[src/rtl/mac_acc_pkg.sv]
package mac_acc_pkg;
  localparam int unsigned IW = 32;
  localparam logic [6:0] OPC_MAC = 7'b0001011;

  localparam logic [2:0] F3_CTRL  = 3'd0;
  localparam logic [2:0] F3_MAC32 = 3'd1;
  localparam logic [2:0] F3_MAC64 = 3'd2;

  typedef enum logic [3:0] {
    OP_NONE,
    OP_CLR,
    OP_RD_LO,
    OP_RD_HI,
    OP_MAC32,
    OP_MACU64,
    OP_MACS64,
    OP_ILL
  } mac_op_e;

  typedef struct packed {
    mac_op_e    op;
    logic [4:0] rd;
  } dec_t;
endpackage

[src/rtl/mac_decode.sv]
module mac_decode
  import mac_acc_pkg::*;
(
  input  logic          valid_i,
  input  logic [IW-1:0] instr_i,
  output dec_t          dec_o
);
  logic [6:0] opc, f7;
  logic [2:0] f3;

  assign opc = instr_i[6:0];
  assign f3  = instr_i[14:12];
  assign f7  = instr_i[31:25];

  always_comb begin
    dec_o.rd = instr_i[11:7];
    dec_o.op = OP_NONE;
    if (valid_i && opc == OPC_MAC) begin
      dec_o.op = OP_ILL;
      unique case (f3)
        F3_CTRL: begin
          if      (f7 == 7'd0) dec_o.op = OP_CLR;
          else if (f7 == 7'd1) dec_o.op = OP_RD_LO;
          else if (f7 == 7'd2) dec_o.op = OP_RD_HI;
        end
        F3_MAC32: if (f7 == 7'd0 || f7 == 7'd1) dec_o.op = OP_MAC32;
        F3_MAC64: begin
          if      (f7 == 7'd0) dec_o.op = OP_MACU64;
          else if (f7 == 7'd1) dec_o.op = OP_MACS64;
        end
        default: dec_o.op = OP_ILL;
      endcase
    end
  end
endmodule

[src/rtl/mac_step.sv]
module mac_step
  import mac_acc_pkg::*;
#(
  parameter int unsigned XLEN = 32,
  localparam int unsigned AW  = 2 * XLEN
) (
  input  mac_op_e         op_i,
  input  logic [XLEN-1:0] a_i,
  input  logic [XLEN-1:0] b_i,
  input  logic [AW-1:0]   acc_i,
  output logic [AW-1:0]   acc_o,
  output logic            upd_o
);
  logic [AW-1:0]   a_ext, b_ext, prod;
  logic [XLEN-1:0] lo_sum;
  logic            sgn;

  assign sgn   = (op_i == OP_MACS64);
  // sign extension before a plain multiply gives the two's complement product mod 2^AW
  assign a_ext = {{XLEN{sgn & a_i[XLEN-1]}}, a_i};
  assign b_ext = {{XLEN{sgn & b_i[XLEN-1]}}, b_i};
  assign prod  = a_ext * b_ext;
  assign lo_sum = acc_i[XLEN-1:0] + prod[XLEN-1:0];

  always_comb begin
    upd_o = 1'b1;
    acc_o = acc_i;
    unique case (op_i)
      OP_CLR:               acc_o = '0;
      OP_MAC32:             acc_o = {{XLEN{1'b0}}, lo_sum};
      OP_MACU64, OP_MACS64: acc_o = acc_i + prod;
      default:              upd_o = 1'b0;
    endcase
  end
endmodule

[src/rtl/mac_acc_reg.sv]
module mac_acc_reg #(
  parameter int unsigned AW = 64
) (
  input  logic          clk_i,
  input  logic          rst_ni,
  input  logic          en_i,
  input  logic [AW-1:0] d_i,
  output logic [AW-1:0] q_o
);
  always_ff @(posedge clk_i or negedge rst_ni) begin
    if (!rst_ni)   q_o <= '0;
    else if (en_i) q_o <= d_i;
  end
endmodule

[src/rtl/mac_acc_unit.sv]
module mac_acc_unit
  import mac_acc_pkg::*;
#(
  parameter int unsigned XLEN = 32
) (
  input  logic            clk_i,
  input  logic            rst_ni,
  input  logic            valid_i,
  input  logic [IW-1:0]   instr_i,
  input  logic [XLEN-1:0] rs1_i,
  input  logic [XLEN-1:0] rs2_i,
  output logic [XLEN-1:0] result_o,
  output logic            rd_we_o,
  output logic [4:0]      rd_addr_o,
  output logic            illegal_o
);
  localparam int unsigned AW = 2 * XLEN;

  dec_t          dec;
  logic [AW-1:0] acc_q, acc_d;
  logic          acc_upd;

  mac_decode i_dec (
    .valid_i (valid_i),
    .instr_i (instr_i),
    .dec_o   (dec)
  );

  mac_step #(.XLEN(XLEN)) i_step (
    .op_i  (dec.op),
    .a_i   (rs1_i),
    .b_i   (rs2_i),
    .acc_i (acc_q),
    .acc_o (acc_d),
    .upd_o (acc_upd)
  );

  mac_acc_reg #(.AW(AW)) i_acc (
    .clk_i  (clk_i),
    .rst_ni (rst_ni),
    .en_i   (acc_upd),
    .d_i    (acc_d),
    .q_o    (acc_q)
  );

  logic rd_nz;
  assign rd_nz = (dec.rd != 5'd0);

  always_ff @(posedge clk_i or negedge rst_ni) begin
    if (!rst_ni) begin
      result_o  <= '0;
      rd_we_o   <= 1'b0;
      rd_addr_o <= '0;
      illegal_o <= 1'b0;
    end else begin
      rd_we_o   <= (dec.op == OP_RD_LO || dec.op == OP_RD_HI) && rd_nz;
      illegal_o <= (dec.op == OP_ILL);
      rd_addr_o <= dec.rd;
      result_o  <= (dec.op == OP_RD_HI) ? acc_q[AW-1:XLEN] : acc_q[XLEN-1:0];
    end
  end

  a_r1_reset_clean: assert property (@(posedge clk_i)
    $rose(rst_ni) |-> (acc_q == '0 && !rd_we_o && !illegal_o));

  a_r2_clear_zero: assert property (@(posedge clk_i) disable iff (!rst_ni)
    (dec.op == OP_CLR) |=> (acc_q == '0));

  a_r6_upper_cleared: assert property (@(posedge clk_i) disable iff (!rst_ni)
    (dec.op == OP_MAC32) |=> (acc_q[AW-1:XLEN] == '0));

  a_r5_no_write_r0: assert property (@(posedge clk_i) disable iff (!rst_ni)
    rd_we_o |-> (rd_addr_o != 5'd0));

  a_r10_illegal_holds_acc: assert property (@(posedge clk_i) disable iff (!rst_ni)
    (dec.op == OP_ILL) |=> (illegal_o && acc_q == $past(acc_q)));

  a_r11_idle_quiet: assert property (@(posedge clk_i) disable iff (!rst_ni)
    !valid_i |=> (!rd_we_o && !illegal_o && $stable(acc_q)));

  a_r9_outputs_exclusive: assert property (@(posedge clk_i) disable iff (!rst_ni)
    !(rd_we_o && illegal_o));
endmodule

[config.mk]
export PLATFORM = sky130hd
export DESIGN_NAME = mac_acc_unit
export DESIGN_NICKNAME = d
export VERILOG_FILES = /design/src/rtl/mac_acc_pkg.sv /design/src/rtl/mac_decode.sv /design/src/rtl/mac_step.sv /design/src/rtl/mac_acc_reg.sv /design/src/rtl/mac_acc_unit.sv
export SDC_FILE = /design/constraint.sdc
export NUM_CORES = 2
export LEC_CHECK = 0
export ABC_CLOCK_PERIOD_IN_PS = 3500
export BUFFER_PORTS_ARGS = -buffer_cell sky130_fd_sc_hd__buf_2
export CAP_MARGIN = 10
export CORE_MARGIN = 4
export CORE_UTILIZATION = 50
export DETAILED_ROUTE_END_ITERATION = 10
export PLACE_DENSITY = 0.73
export REMOVE_ABC_BUFFERS = 1
export SETUP_SLACK_MARGIN = 0.1
export SLEW_MARGIN = 15
export SYNTH_ARGS = -nofsm -noshare
export SYNTH_HDL_FRONTEND = slang
export SYNTH_SLANG_ARGS = --single-unit
[constraint.sdc]
create_clock -name clk_i -period 3.5 [get_ports clk_i]
set_clock_uncertainty 0.2 [all_clocks]
set_input_delay 0.175 -clock clk_i [delete_from_list [all_inputs] [get_ports clk_i]]
set_output_delay 0.175 -clock clk_i [all_outputs]
set_load 0.05 [all_outputs]
==> Word level (Yosys, flattened, before mapping) <==
Cells that the tools add are included.
{ "op_classes": {"n_addsub": 2, "n_mul": 1, "div": 0, "n_lt_le_gt_ge": 0, "n_eq_ne": 12, "n_shift": 0, "n_mux": 11, "bitwise": 2, "reduce_logical": 11} }
{ "ops": {"columns": ["op", "count"], "rows": [
  ["case mux 64 bit (3 select lines)", 1],
  ["adder 64 bit", 1],
  ["multiplier 33 x 33 -> 64 bit", 1],
  ["adder 32 bit", 1],
  ["two-way mux 32 bit", 1],
  ["== test 4 x 3 -> 1 bit, second input constant", 4],
  ["two-way mux 4 bit", 4],
  ["case mux 4 bit (3 select lines)", 1],
  ["== test 4 x 2 -> 1 bit, second input constant", 2],
  ["== test 7 x 1 -> 1 bit, second input constant", 1],
  ["== test 7 x 2 -> 1 bit, second input constant", 1],
  ["== test 7 x 4 -> 1 bit, second input constant", 1],
  ["logical NOT 7 bit", 1],
  ["nonzero test 5 bit", 1],
  ["== test 4 x 1 -> 1 bit, second input constant", 1],
  ["OR reduction 4 bit", 1],
  ["== test 3 x 1 -> 1 bit, second input constant", 1],
  ["== test 3 x 2 -> 1 bit, second input constant", 1],
  ["logical NOT 3 bit", 1],
  ["two-way mux 3 bit", 1],
  ["nonzero test 3 bit", 1],
  ["AND 1 bit", 2],
  ["logical AND 1 bit", 2],
  ["logical OR 1 bit", 2],
  ["4 further kinds", 5]
]} }
{ "totals": {"regBits": 103, "latchBits": 0, "ramBits": 0, "rom_bits": 0, "memories": 0} }

==> Longest topological paths before layout <==
{ "depth": {"word_depth": 11, "depth_mapped": 46, "depth_no_buf": 44} }

==> Modules after synthesis <==
From an unflattened synthesis, not the netlist that was laid out.
{ "hier_totals": {"hier_cells": 4980, "area_unflattened_um2": 46075.4} }
{ "by_module_without_submodules": {"columns": ["mod", "instances", "cells_each", "area_per_inst_um2", "seq_area_each_um2"], "rows": [
  ["mac_step", 1, 4744, 41687.5, 0.0],
  ["mac_acc_reg", 1, 135, 2678.8, 1601.5],
  ["mac_acc_unit", 1, 80, 1559.0, 975.9],
  ["mac_decode", 1, 21, 150.1, 0.0]
]} }

==> Least setup slack after synthesis <==
No wires, ideal clock.
{ "synth_path": {"kind": "input to register", "startpoint": "input port instr_i[6]", "endpoint": "register i_acc.q_o[63]", "arrival_time_ns": 10.074, "t_required_ns": 3.170, "setup_slack_ns": -6.904, "path_stages": 41, "n_path_buf": 3, "path_cell_list": "nand2b_1 nor4_1 nand3_1 nor4b_2 and3_1 clkbuf_1 nand2_1 inv_1 fa_1 fa_1 fa_1 inv_1 fa_1 fa_1 fa_1 fa_1 fa_1 inv_1 [... 5 more ...] nand2_1 a211o_1 nand3_2 a31oi_1 a31oi_1 o21ai_0 xnor2_1 ha_1 clkbuf_1 a21o_1 a21o_1 a21oi_1 o21ai_0 a21o_1 a21oi_1 o31ai_4 xnor2_1 o21ai_1"} }
{ "synth_via": {"elab_chain_cells": 8} }
{ "synth_rtl": {"columns": ["element", "line_no", "text"], "rows": [
  ["from (decl)", "mac_acc_unit.sv:9", "input logic [IW-1:0] instr_i,"],
  ["== test 7 x 4 -> 1 bit (*)", "mac_decode.sv:18", "if (valid_i && opc == OPC_MAC) begin"],
  ["logical AND 1 bit (*)", "mac_decode.sv:18", null],
  ["two-way mux 4 bit (*)", "mac_decode.sv:18", null],
  ["== test 4 x 3 -> 1 bit", "mac_step.sv:18, mac_step.sv:28", null],
  ["AND 1 bit, on equally long branches", "mac_step.sv:20, mac_step.sv:21", null],
  ["multiplier 33 x 33 -> 64 bit", "mac_step.sv:22", "assign prod = a_ext * b_ext;"],
  ["adder 64 bit", "mac_step.sv:31", "OP_MACU64, OP_MACS64: acc_o = acc_i + prod;"],
  ["case mux 64 bit (3 select lines)", "mac_step.sv:28", "unique case (op_i)"],
  ["to (signal assigned)", "mac_acc_reg.sv:12", "else if (en_i) q_o <= d_i;"],
  ["to (decl)", "mac_acc_reg.sv:8", "output logic [AW-1:0] q_o"]
]} }
Mark *: on every way between the ends. The rest lies on a longest branch, timed or not.
A chain may end at the register's enable or synchronous reset.

==> Final worst setup path <==
{ "layout_path": {"startpoint": "input port instr_i[2]", "endpoint": "register i_acc.q_o[63]"} }
Same word-level chain as after synthesis.

==> impl_results.md <==
- CORE AREA: 88510 um^2
- Layout cells sized above 1: 24.22%
- Slowest cell on crit path: fa_1
- Clock transition at path regs: 0.08 ns
- CTS Buf Count: 9
- Nets: 7112
- Vias/cell: 5.535
- Die X: 307.1 um
- Hold crit path type: in -> reg
- Commonest cells after routing, fill and taps aside: fa_1 (1110), inv_1 (1069), nand2_1 (878), buf_4 (679), and2_1 (278)
- Multi-input gate area: 39390 um^2
- Synth-to-Final Area Change: 24.30%
- Total I/O pin count: 138
- Max cap viols: 0
- Synth Cell Area: 44730 um^2
- Drt pass-1 iters: 6
- Post-DP HPWL: 109700 um
- Failing checks: negative setup slack
- Initial DRC Count: 2902
- First-pass GRT wire length: 216000 um
- Setup Viol. Count Final: 60
- Crit-path most repeated cell: fa_1
- Placer congestion estimate: 0.9587
- Buf+Inv Stages, Crit Path: 12
- Buffers added on ports: 127
- Crit Path Class: in -> reg
- Initial antenna violation count: 7
- Async set or reset register ratio after synthesis: 100.0%
- Cell Rows: 109
- Ys Warns: 0
- CTS tree: done
- Worst slew pin tran: 1.053 ns
- Seq cells post-synth: 103
- Vias: 37551
- Seq/Total Area, Yosys: 5.762%
- CP Max Fanout: 5
- Initial Utilization: 50.54%
- Top FF cell, synth: dfrtp_1
- WL final: 138100 um
- GRT Resource Usage Total: 29.01%
- H-tree levels: 3
- Kind of cell adding the most delay to the critical path: adder cells
- Design area: 55600 um^2
- Dpl cells: 6656
- WP data arrival: 10.15 ns
- Drt drc: 0
- Slew HR: 29.69%
- Root buffer cell: clkbuf_16
- Antenna Nets Post-Route: 0
- Crit path launch: instr_i[2]
- Total grt overflow: 0
- Kind of start point of the critical path: input port
- Post-DR wirelength/cell: 20.35 um
- Die area: 94320 um^2
- FF+latch area: 2577 um^2
- CP endpoint kind: register
- Final worst slack: -6.617 ns
- Dpl cell area: 51320 um^2
- Syn Area/Cell: 9.077 um^2
- Final Max Tran Viols: 0
- Clock Path Buffers: 2
- Crit share post-route: 289.1%
- Clock Sinks: 103
- Cells after synthesis: 4928
- Finished Layout Cells: 6784
- Outcome: finished, violations left
- Die Span Y: 307.1 um
- CP required: 3.53 ns
- Largest stage delay, worst path: 0.55 ns
- Clk Latency, worst-skew pair: 0.37 ns
- Synth unique cells: 75
- Vias in the first global route: 40564
- Min Hold Slack: 0.07752 ns
- Filler cell count: 6687
- RSZ-0062 raised after global routing: yes
- Clock period minus worst slack: 10.12 ns
- EDFF count, synth: 0
- Most common cell after layout, fill and taps aside: fa_1
- Final hold vios: 0
- Worst R2R Start: i_acc.q_o[0]
- Peak Freq: 98.84 MHz
- Hold_sp: instr_i[31]
- Largest net degree at the start of global routing: 65
-- logic make-up (layout without fill, tap and decap cells) --
| group | Yosys count | after routing | share of synthesized area [%] |
|---|---|---|---|
| other | 0 | 3 | 0 |
| adders and majority gates | 1402 | 1402 | 58.11 |
| xor gates and xnor gates | 134 | 134 | 2.624 |
| AOI/OAI and AO/OA | 484 | 484 | 6.884 |
| and+or+nand+nor | 1421 | 1421 | 14.40 |
| muxes | 35 | 35 | 0.8755 |
| buffers and inverters | 1349 | 2037 | 11.34 |
| DFF | 103 | 103 | 5.762 |
-- flip-flops by register name (all words and copies together) (netlist names) --
name,cells
rd_we_o,1
i_acc.q_o,64
illegal_o,1
result_o,32
rd_addr_o,5
-- tightest hold or removal path: cells and delay by family --
kind                   cells  cell delay (ns)
AND/OR/NAND/NOR            2             0.13
buffers and inverters      2             0.21
AO/OA/AOI/OAI              1             0.07
-- metal layers --
layer | global-route usage [%] | vias to the layer above | wire length, um
met1 | 36.45 | 19346 | 49830
met4 | 13.04 | 2 | 9016
met5 | 0 | - | 11
li1 | - | 15961 | -
met3 | 4.828 | 517 | 11190
met2 | 49.69 | 1725 | 68020
-- what timing repair did --
item                                    CTS  global route
resized for setup                       536           172
setup buffers                            78            25
hold buffers                              9             0
pin swaps                               211           166
gates cloned                              3             1
endpoints found under the hold margin    61             0
endpoints found under the setup margin   60            60
-- area by class of cell --
| type | count | area share (%) |
|---|---|---|
| inverter | 1097 | 7.417 |
| clock inverter | 7 | 0.1755 |
| antenna | 3 | 0.01350 |
| tap | 1165 | 2.622 |
| multi-input combinational | 3476 | 70.84 |
| sequential | 103 | 4.635 |
| timing repair buffer | 924 | 13.89 |
| clock buffer | 9 | 0.4050 |
-- cells in the mapped netlist, drive strengths merged, types with 11 or more instances --
master	n	area, um^2
inv	1097	4118
xnor2	88	770.7
and2	300	1877
nor2	71	266.5
o21a	14	105.1
nand3	22	120.1
nand2b	19	118.9
nand4	26	162.7
and3	11	68.82
a31oi	12	75.07
a211oi	13	107.6
clkbuf	243	912.1
dfrtp	103	2577
fa	1126	22540
a21o	67	503.0
ha	276	3453
nor3	20	100.1
o21bai	18	135.1
or2	17	106.4
o21ai	139	699.4
xor2	46	402.9
a21oi	145	725.7
nand2	902	3386
mux2	33	371.6
-- final timing paths --
| check | to | slack, ns | depth (start not counted) |
|---|---|---|---|
| worst max register to register | i_acc.q_o[44] | -0.21 | 16 |
| min in group asynchronous | result_o[27] | 0.24 | 2 |
| worst min-delay path | rd_we_o | 0.08 | 5 |
| worst max-delay path | i_acc.q_o[63] | -6.62 | 45 |
| worst min register to register | i_acc.q_o[32] | 0.33 | 2 |
| max in group asynchronous | i_acc.q_o[28] | 2.11 | 3 |
-- stage by stage --
step	TNS, ns	setup WS [ns]	utilization [%]
5_1_grt	-305.29	-6.980	62.81
2_1_floorplan	-271.57	-7.020	-
3_5_place_dp	-323.86	-7.271	57.98
4_1_cts	-281.43	-6.350	61.65
3_3_place_gp	-317.98	-7.025	57.98
6_report	-290.67	-6.617	62.82
Power is not shown: default switching activity piles up to over one toggle a cycle in this logic, so the estimate is an artifact.
